**src/rtl/cwt_pkg.sv**
```systemverilog
package cwt_pkg;
  typedef enum logic [1:0] {WM_FREE, WM_CLR, WM_FAST, WM_DUAL} wave_kind_e;

  function automatic wave_kind_e decode_kind(input logic [2:0] code);
    unique case (code)
      3'b010:         decode_kind = WM_CLR;
      3'b011, 3'b111: decode_kind = WM_FAST;
      3'b001, 3'b101: decode_kind = WM_DUAL;
      default:        decode_kind = WM_FREE;
    endcase
  endfunction
endpackage

```
**src/rtl/cwt_cmp_buf.sv**
```systemverilog
module cwt_cmp_buf
  import cwt_pkg::*;
#(
  parameter int WIDTH = 8
) (
  input  logic             clk_i,
  input  logic             rst_ni,
  input  logic             tick_i,
  input  wave_kind_e       kind_i,
  input  logic             var_top_i,
  input  logic             we_i,
  input  logic [WIDTH-1:0] data_i,
  input  logic [WIDTH-1:0] cnt_i,
  output logic [WIDTH-1:0] ocr_o,
  output logic [WIDTH-1:0] top_o
);
  localparam logic [WIDTH-1:0] MaxVal = '1;

  logic [WIDTH-1:0] buf_q, buf_d, act_q, act_d;

  assign buf_d = we_i ? data_i : buf_q;
  assign top_o = (kind_i == WM_CLR || var_top_i) ? act_q : MaxVal;
  assign ocr_o = act_q;

  always_comb begin
    act_d = act_q;
    unique case (kind_i)
      WM_FAST: if (tick_i && cnt_i == top_o) act_d = buf_q;
      WM_DUAL: if (tick_i && cnt_i == '0) act_d = buf_q;
      default: act_d = buf_d;
    endcase
  end

  always_ff @(posedge clk_i or negedge rst_ni) begin
    if (!rst_ni) begin
      buf_q <= '0;
      act_q <= '0;
    end else begin
      buf_q <= buf_d;
      act_q <= act_d;
    end
  end

  AST_FAST_BUF_HOLD: assert property (@(posedge clk_i) disable iff (!rst_ni)
    (kind_i == WM_FAST && !(tick_i && cnt_i == top_o)) |=> $stable(act_q));
endmodule

```
**src/rtl/cwt_counter.sv**
```systemverilog
module cwt_counter
  import cwt_pkg::*;
#(
  parameter int WIDTH = 8
) (
  input  logic             clk_i,
  input  logic             rst_ni,
  input  logic             tick_i,
  input  wave_kind_e       kind_i,
  input  logic [WIDTH-1:0] top_i,
  input  logic [WIDTH-1:0] ocr_i,
  output logic [WIDTH-1:0] cnt_o,
  output logic             dn_o
);
  localparam logic [WIDTH-1:0] One = WIDTH'(1);

  logic [WIDTH-1:0] cnt_q, cnt_d;
  logic             dn_q, dn_d;

  always_comb begin
    cnt_d = cnt_q;
    dn_d  = dn_q;
    if (tick_i) begin
      unique case (kind_i)
        WM_CLR: begin
          cnt_d = (cnt_q == ocr_i) ? '0 : cnt_q + One;
          dn_d  = 1'b0;
        end
        WM_FAST: begin
          cnt_d = (cnt_q == top_i) ? '0 : cnt_q + One;
          dn_d  = 1'b0;
        end
        WM_DUAL: begin
          if (!dn_q) begin
            if (cnt_q >= top_i) begin
              dn_d  = 1'b1;
              cnt_d = (cnt_q == '0) ? '0 : cnt_q - One;
            end else begin
              cnt_d = cnt_q + One;
            end
          end else if (cnt_q == '0) begin
            dn_d  = 1'b0;
            cnt_d = (top_i == '0) ? '0 : One;
          end else begin
            cnt_d = cnt_q - One;
          end
        end
        default: begin
          cnt_d = cnt_q + One;
          dn_d  = 1'b0;
        end
      endcase
    end
  end

  always_ff @(posedge clk_i or negedge rst_ni) begin
    if (!rst_ni) begin
      cnt_q <= '0;
      dn_q  <= 1'b0;
    end else begin
      cnt_q <= cnt_d;
      dn_q  <= dn_d;
    end
  end

  assign cnt_o = cnt_q;
  assign dn_o  = dn_q;

  AST_CNT_HOLD: assert property (@(posedge clk_i) disable iff (!rst_ni)
    !tick_i |=> ($stable(cnt_q) && $stable(dn_q)));
  AST_FREE_INC: assert property (@(posedge clk_i) disable iff (!rst_ni)
    (tick_i && kind_i == WM_FREE) |=> cnt_q == WIDTH'($past(cnt_q) + One));
  AST_CLR_WRAP: assert property (@(posedge clk_i) disable iff (!rst_ni)
    (tick_i && kind_i == WM_CLR && cnt_q == ocr_i) |=> cnt_q == '0);
  AST_FAST_WRAP: assert property (@(posedge clk_i) disable iff (!rst_ni)
    (tick_i && kind_i == WM_FAST && cnt_q == top_i) |=> cnt_q == '0);
  AST_DUAL_TURN: assert property (@(posedge clk_i) disable iff (!rst_ni)
    (tick_i && kind_i == WM_DUAL && !dn_q && cnt_q >= top_i && cnt_q != '0) |=> dn_q);
endmodule

```
**src/rtl/cwt_wave_out.sv**
```systemverilog
module cwt_wave_out
  import cwt_pkg::*;
#(
  parameter int WIDTH = 8
) (
  input  logic             clk_i,
  input  logic             rst_ni,
  input  logic             tick_i,
  input  wave_kind_e       kind_i,
  input  logic             var_top_i,
  input  logic [1:0]       om_i,
  input  logic [WIDTH-1:0] cnt_i,
  input  logic [WIDTH-1:0] top_i,
  input  logic [WIDTH-1:0] ocr_i,
  input  logic             dn_i,
  input  logic             dir_i,
  input  logic             port_val_i,
  output logic             pin_o,
  output logic             pin_oe_o
);
  logic wave_q, wave_d, match, at_top, pwm, conn;

  assign match  = (cnt_i == ocr_i);
  assign at_top = (cnt_i == top_i);
  assign pwm    = (kind_i == WM_FAST) || (kind_i == WM_DUAL);
  // action 01 in a PWM kind needs the variable-limit bit to reach the pin
  assign conn   = (om_i != 2'b00) && !(pwm && om_i == 2'b01 && !var_top_i);

  always_comb begin
    wave_d = wave_q;
    if (tick_i) begin
      unique case (kind_i)
        WM_FAST, WM_DUAL: begin
          if (om_i == 2'b01) begin
            if (var_top_i && match) wave_d = !wave_q;
          end else if (om_i[1]) begin
            if (kind_i == WM_FAST) begin
              if (at_top)     wave_d = !om_i[0];  // limit action beats the match
              else if (match) wave_d = om_i[0];
            end else if (match) begin
              wave_d = om_i[0] ^ dn_i;
            end
          end
        end
        default: begin
          if (match) begin
            unique case (om_i)
              2'b01:   wave_d = !wave_q;
              2'b10:   wave_d = 1'b0;
              2'b11:   wave_d = 1'b1;
              default: wave_d = wave_q;
            endcase
          end
        end
      endcase
    end
  end

  always_ff @(posedge clk_i or negedge rst_ni) begin
    if (!rst_ni) wave_q <= 1'b0;
    else         wave_q <= wave_d;
  end

  assign pin_o    = conn ? wave_q : port_val_i;
  assign pin_oe_o = dir_i;

  AST_WAVE_HOLD: assert property (@(posedge clk_i) disable iff (!rst_ni)
    !tick_i |=> $stable(wave_q));
  AST_FAST_LIMIT_WINS: assert property (@(posedge clk_i) disable iff (!rst_ni)
    (tick_i && kind_i == WM_FAST && om_i[1] && at_top) |=> wave_q == !$past(om_i[0]));
  AST_PLAIN_SET: assert property (@(posedge clk_i) disable iff (!rst_ni)
    (tick_i && !pwm && om_i == 2'b11 && match) |=> wave_q);
endmodule

```
**src/rtl/cwt_top.sv**
```systemverilog
module cwt_top
  import cwt_pkg::*;
#(
  parameter int WIDTH = 8
) (
  input  logic             clk_i,
  input  logic             rst_ni,
  input  logic             tick_i,
  input  logic             ctrl_we_i,
  input  logic [1:0]       out_mode_i,
  input  logic [2:0]       wave_mode_i,
  input  logic             cmp_we_i,
  input  logic [WIDTH-1:0] cmp_data_i,
  input  logic             dir_i,
  input  logic             port_val_i,
  output logic [WIDTH-1:0] cnt_o,
  output logic             pin_o,
  output logic             pin_oe_o
);
  logic [1:0]       om_q;
  logic [2:0]       wm_q;
  wave_kind_e       kind;
  logic [WIDTH-1:0] ocr, top, cnt;
  logic             dn;

  always_ff @(posedge clk_i or negedge rst_ni) begin
    if (!rst_ni) begin
      om_q <= '0;
      wm_q <= '0;
    end else if (ctrl_we_i) begin
      om_q <= out_mode_i;
      wm_q <= wave_mode_i;
    end
  end

  assign kind  = decode_kind(wm_q);
  assign cnt_o = cnt;

  cwt_cmp_buf #(.WIDTH(WIDTH)) u_buf (
    .clk_i, .rst_ni, .tick_i, .kind_i(kind), .var_top_i(wm_q[2]),
    .we_i(cmp_we_i), .data_i(cmp_data_i), .cnt_i(cnt), .ocr_o(ocr), .top_o(top)
  );

  cwt_counter #(.WIDTH(WIDTH)) u_cnt (
    .clk_i, .rst_ni, .tick_i, .kind_i(kind), .top_i(top), .ocr_i(ocr),
    .cnt_o(cnt), .dn_o(dn)
  );

  cwt_wave_out #(.WIDTH(WIDTH)) u_wave (
    .clk_i, .rst_ni, .tick_i, .kind_i(kind), .var_top_i(wm_q[2]), .om_i(om_q),
    .cnt_i(cnt), .top_i(top), .ocr_i(ocr), .dn_i(dn), .dir_i, .port_val_i,
    .pin_o, .pin_oe_o
  );
endmodule

```
**config.mk**
```make
export PLATFORM = sky130hd
export DESIGN_NAME = cwt_top
export DESIGN_NICKNAME = d
export VERILOG_FILES = /design/src/rtl/cwt_pkg.sv /design/src/rtl/cwt_cmp_buf.sv /design/src/rtl/cwt_counter.sv /design/src/rtl/cwt_wave_out.sv /design/src/rtl/cwt_top.sv
export SDC_FILE = /design/constraint.sdc
export NUM_CORES = 1
export LEC_CHECK = 0
export BUFFER_PORTS_ARGS = -buffer_cell sky130_fd_sc_hd__buf_2
export CORE_ASPECT_RATIO = 0.6
export CORE_MARGIN = 2
export CORE_UTILIZATION = 55
export CTS_CLUSTER_SIZE = 16
export DETAILED_ROUTE_END_ITERATION = 16
export HOLD_SLACK_MARGIN = 0.05
export PLACE_DENSITY = 0.77
export SKIP_CTS_REPAIR_TIMING = 1
export SLEW_MARGIN = 15
export SYNTH_ARGS = -nofsm -noshare
export SYNTH_HDL_FRONTEND = slang
export SYNTH_SLANG_ARGS = --single-unit
```
**constraint.sdc**
```tcl
create_clock -name clk_i -period 3.3 [get_ports clk_i]
set_input_delay 0.33 -clock clk_i [delete_from_list [all_inputs] [get_ports clk_i]]
set_output_delay 0.33 -clock clk_i [all_outputs]
set_load 0.03 [all_outputs]
```
==> results of run 1 <==
==> registers in the layout, indices dropped and copies added (netlist names) <==
name,count
u_buf.buf_q,8
u_cnt.cnt_o,8
u_buf.ocr_o,8
u_cnt.dn_o,1
wm_q,3
u_wave.wave_q,1
om_q,2
==> cell usage after synthesis, types with 6 or more instances <==
cell,instances
dfrtp_1,31
nor2_1,29
a21oi_1,15
nand2_1,12
ha_1,11
mux2_2,11
mux2i_1,11
nor3_1,9
nor4_1,9
xor2_1,8
clkbuf_1,7
o21ai_0,7
o31ai_1,6
==> metal layers <==
metal	routed length, um	vias to the layer above
met5	0	-
met1	2580	910
li1	-	910
met4	30	0
met3	347	2
met2	2020	81
==> kinds of logic after synthesis <==
logic type / synth area share
buffers and inverters: 0.0705
multiplexers: 0.105
XOR/XNOR: 0.0316
AO/OA/AOI/OAI: 0.196
AND/OR/NAND/NOR: 0.185
adder cells (fa/ha/maj): 0.0620
flip-flops: 0.350
==> power by group <==
part           switching (mW)  leakage (nW)  internal [mW]
logic                   0.444         0.623          0.330
registers               0.172         0.356          0.461
clock network           0.151        0.0470          0.164
==> how the worst max path moves through the flow <==
stage | endpoint | cells after the start | start
after detailed placement | u_cnt.cnt_o[7] | 11 | wm_q[0]
after global routing | u_cnt.cnt_o[2] | 10 | wm_q[0]
final | u_cnt.cnt_o[2] | 10 | wm_q[0]
after floorplan | u_cnt.cnt_o[4] | 10 | wm_q[0]
after CTS | u_cnt.cnt_o[2] | 10 | wm_q[0]
after global placement | u_cnt.cnt_o[5] | 11 | wm_q[0]
==> area by class of cell <==
| class | instances | area share |
|---|---|---|
| well taps | 47 | 0.0245 |
| multi-input cells | 180 | 0.536 |
| clock inverters | 1 | 0.00209 |
| flip-flops and latches | 31 | 0.323 |
| clock buffers | 6 | 0.0344 |
| inverters | 7 | 0.0109 |
| repair buffers | 31 | 0.0688 |
==> stage by stage <==
| stage | power [mW] | std cells |
|---|---|---|
| floorplan | 1.23 | 233 |
| global placement | 1.37 | 296 |
| detailed placement | 1.40 | 296 |
| CTS | 1.71 | 303 |
| global route | 1.83 | 303 |
| finish | 1.72 | 303 |
==> impl_metrics.csv, run 1 <==
group,metric,value,unit
hold_path,hp-class,"in -> async",
clocking,root_buffer,"clkbuf_8",
clocking,cts_buffers,5,
logic_synthesis,synth_cell_type_count,47,
sta,setup_violations,0,
global_routing,overflow,0,
logic_synthesis,netlist_instances,233,
routing,initialDrtViolationCount,154,
sta,rsz0062_at_grt,"false",
finish,fill_cells,328,
critical_path,r2r_cells,10,
critical_path,critical_path_buf_inv_count,2,
routing,avgRoutedWirePerCell,16.4,um
finish,antennaDiodeCount,0,
floorplanning,start_util,0.589,
global_routing,met1_usage,0.364,
global_routing,antenna_found_initial,0,
sta,relSlewSlack,0.509,
logic_synthesis,synth_area_leaders,"dfrtp_1 (35%), ha_1 (6.2%), mux2_2 (5.6%), mux2i_1 (5.0%), nor2_1 (4.9%)",
global_routing,met3_usage,0.0671,
routing,first_pass_iters,5,
floorplanning,dieArea,0.00457,mm2
sta,fin_tns_setup,0,ns
sta,skew,0.00449,ns
flow_run,drv_cap,0,
clocking,numClockSinks,31,
place,gp_congestion,0.878,
sta,min_period,2.96,ns
sta,setup_slack,0.337,ns
logic_synthesis,synth_nets,264,
clocking,insertion_delay,0.29,ns
sta,slew_violations,0,
routing,drc_errors,0,
place,port_buffers,27,
floorplanning,dieWidth,86.0,um
logic_synthesis,yosysTopAreaCell,"dfrtp_1",
clocking,clockBufferDepth,2,
pwr,leakagePower,1.03,nW
logic_synthesis,ys_warn_count,0,
pwr,p_per_area,718,mW/mm2
routing,num_vias,1903,
place,postPlaceCellArea,0.00231,mm2
sta,fin_crit_sh,0.898,
logic_synthesis,synth-edff-count,0,
pwr,ir_worst_vdd,0.000319,V
sta,hold_violations,0,
critical_path,critPathLaunchType,"flip-flop",
finish,area_growth,8.18,%
critical_path,reg2reg_slack,0.34,ns
critical_path,cp_max_fo,8,
global_routing,top_usage_layer,"met1",
floorplanning,row_count,17,
finish,ff_latch_area,776,um2
finish,final_layout_size_suffix_gt1_frac,0.234,
sta,fmax,0.337,GHz
critical_path,slowest_delay,0.50,ns
finish,final_cell_mix,"dfrtp_1 (31), nor2_1 (29), buf_2 (27)",
floorplanning,ios,30,
logic_synthesis,ys_seq_area_frac,0.350,
critical_path,cp_data_arrival_time,3.14,ns
finish,final_common_cell,"dfrtp_1",
global_routing,grt_max_degree,32,
critical_path,path_class,"reg -> reg",
finish,layout.nets,287,
place,pre_cts_slack,0.393,ns
global_routing,grt.total_usage,0.244,
sta,worst_slew_pin_slew,0.734,ns
place,place_hpwl,3.66,mm
critical_path,crit_path_top_delay_cell,"dfrtp_1",
clocking,path_clk_slew,0.07,ns
finish,multi_input_area,0.00129,mm2
logic_synthesis,synth_area,0.00222,mm2
finish,fin_util,0.637,
routing,ant_nets,0,
routing,totalWireLength,4.98,mm
logic_synthesis,synth_top_flop_cell,"dfrtp_1",
clocking,cts_tree,"yes",
sta,hold_slack,0.0849,ns
logic_synthesis,ys_ff_latch,31,
critical_path,path_cells,"inv_1, a21oi_1, buf_4, nor2_1, ha_1, nand4_1, o31ai_2, o31a_1, o31ai_1, a211o_1",
global_routing,grt_pass1_vias,1707,
critical_path,rr_startpoint,"wm_q[0]",
finish,fin_area,0.00240,mm2
routing,vias_per_cell,6.28,
status,status,"finished, final reports clean",
global_routing,grt_pass1_wl,8.40,mm
global_routing,met2_usage,0.340,
critical_path,r2r_end,"u_cnt.cnt_o[2]",
logic_synthesis,synth_top_area_frac,0.350,
clocking,htreeDepth,2,
critical_path,end_kind,"flip-flop",
floorplanning,fp.coreArea,0.00376,mm2
critical_path,critPathRequiredTime,3.48,ns
critical_path,critPathTopFamily,"compound AO/OA/AOI/OAI gates",
logic_synthesis,async_reset_ff_frac,1.00,
logic_synthesis,syn_area_per_cell,9.52,um2
floorplanning,die_height,53.2,um
No activity file was read; power rests on OpenSTA's default activity.
==> run 2: changes to the inputs <==
CORE_UTILIZATION = 52   (was 55)
PLACE_DENSITY = 0.76   (was 0.77)
clock period = 2.67 ns   (was 3.3 ns; I/O delays follow)
==> run 2 against run 1 <==
  * Via count rose by 4.3%
  * Clock skew rose by 0.0028 ns
  * Sequential share of layout area fell by 3.6 points
  * Total power rose by 38%
  * Largest cell class unchanged
  * Largest power group unchanged
==> impl_metrics.csv, run 2 (synthesized netlist as in run 1, its figures left out) <==
group,metric,value,unit
status,status,"finished, final reports clean",
routing,num_vias,1984,
routing,avgRoutedWirePerCell,15.9,um
critical_path,critPathRequiredTime,2.84,ns
finish,final_cell_mix,"dfrtp_1 (30), nor2_1 (27), buf_2 (27)",
place,port_buffers,27,
routing,wl_met2,2.28,mm
finish,area_growth,22.1,%
floorplanning,die_height,54.6,um
global_routing,antenna_found_initial,0,
place,place_hpwl,4.03,mm
critical_path,slowest_delay,0.41,ns
routing,vias_per_cell,5.84,
global_routing,grt_pass1_vias,1753,
routing,totalWireLength,5.41,mm
critical_path,critPathLaunchType,"flip-flop",
sta,worst_slew_pin_slew,0.692,ns
place,pre_cts_slack,0.0265,ns
floorplanning,dieWidth,88.3,um
sta,setup_violations,0,
critical_path,crit_path_top_delay_cell,"dfrtp_1",
routing,drc_errors,0,
pwr,finalPower,2.38,mW
clocking,cts_buffers,5,
sta,hold_violations,0,
critical_path,cp_max_fo,7,
floorplanning,ios,30,
sta,fin_crit_sh,0.979,
critical_path,cp_data_arrival_time,2.78,ns
clocking,root_buffer,"clkbuf_8",
flow_run,drv_cap,0,
global_routing,overflow,0,
critical_path,path_common_cell,"o31ai_4",
global_routing,grt_max_degree,32,
finish,fill_cells,337,
floorplanning,fp.coreArea,0.00410,mm2
routing,dr.max_layer_used,"met4",
clocking,clockBufferDepth,2,
clocking,htreeDepth,2,
hold_path,hp-class,"in -> async",
floorplanning,dieArea,0.00482,mm2
pwr,p_per_area,877,mW/mm2
finish,fin_cells,340,
critical_path,path_cells,"a21oi_4, nor2_2, ha_1, a211o_1, o211ai_1, o31ai_4, o31ai_4, buf_6, o31ai_2, a221o_1",
finish,layout.nets,310,
floorplanning,start_util,0.541,
place,place_inst,323,
sta,min_period,2.61,ns
pwr,ir_worst_vdd,0.000428,V
finish,antennaDiodeCount,0,
sta,setup_slack,0.0565,ns
routing,initialDrtViolationCount,108,
finish,final_layout_size_suffix_gt1_frac,0.339,
place,gp_congestion,0.895,
pwr,leakagePower,1.16,nW
sta,slew_violations,0,
finish,final_common_cell,"dfrtp_1",
floorplanning,row_count,18,
routing,first_pass_iters,4,
sta,fmax,0.383,GHz
sta,fin_tns_setup,0,ns
routing,wl_met3,388,um
routing,wl_met1,2.67,mm
critical_path,path_class,"reg -> reg",
routing,ant_nets,0,
critical_path,end_kind,"flip-flop",
sta,skew,0.00730,ns
clocking,insertion_delay,0.28,ns
clocking,numClockSinks,31,
global_routing,grt_pass1_wl,8.54,mm
sta,rsz0062_at_grt,"true",
global_routing,grt.total_usage,0.240,
clocking,path_clk_slew,0.07,ns
clocking,cts_tree,"yes",
sta,relSlewSlack,0.538,
## run 2: stage by stage
step / hold WS [ns] / utilization / cell area, um2
after global routing: 0.0870 / 0.661 / 2710
final: 0.0209 / 0.661 / 2710
after floorplan: -0.0286 / - / 2280
after CTS: 0.0535 / 0.632 / 2590
after global placement: 0.352 / 0.610 / 2500
after detailed placement: 0.358 / 0.610 / 2500
## run 2: layout make-up
cell class / count / area [um2] / share of cell area
inverters: 7 / 26.3 / 0.00970
multi-input cells: 180 / 1380 / 0.510
flip-flops and latches: 31 / 777 / 0.287
clock inverters: 1 / 5.00 / 0.00185
repair buffers: 54 / 358 / 0.132
well taps: 60 / 75.1 / 0.0277
clock buffers: 7 / 86.3 / 0.0319
## run 2: layer usage
layer,up-vias,GRT usage
met5,-,0
met4,0,0.0606
met3,15,0.0543
met2,71,0.356
met1,941,0.353
li1,957,-
## run 2: worst paths after layout
check	from	slack, ns	cells after the start	endpoint
setup / recovery	wm_q[1]	0.06	10	u_cnt.cnt_o[6]
hold / removal	rst_ni	0.02	1	u_cnt.cnt_o[4]
setup reg to reg	wm_q[1]	0.06	10	u_cnt.cnt_o[6]
hold reg to reg	u_buf.buf_q[4]	0.53	1	u_buf.buf_q[4]
max in group asynchronous	rst_ni	2.15	1	wm_q[0]
min in group clk_i	wave_mode_i[1]	0.19	3	wm_q[1]
## run 2: power breakdown
part | internal [mW] | switching [mW]
Sequential | 0.572 | 0.141
Combinational | 0.581 | 0.702
Clock | 0.208 | 0.173
## run 2: critical path: cells and delay by family, from the launching register on
family / cells / cell delay (ns)
compound gates: 7 / 1.55
fa+ha+maj: 1 / 0.30
flops: 1 / 0.41
buf+inv: 1 / 0.17
simple gates: 1 / 0.06
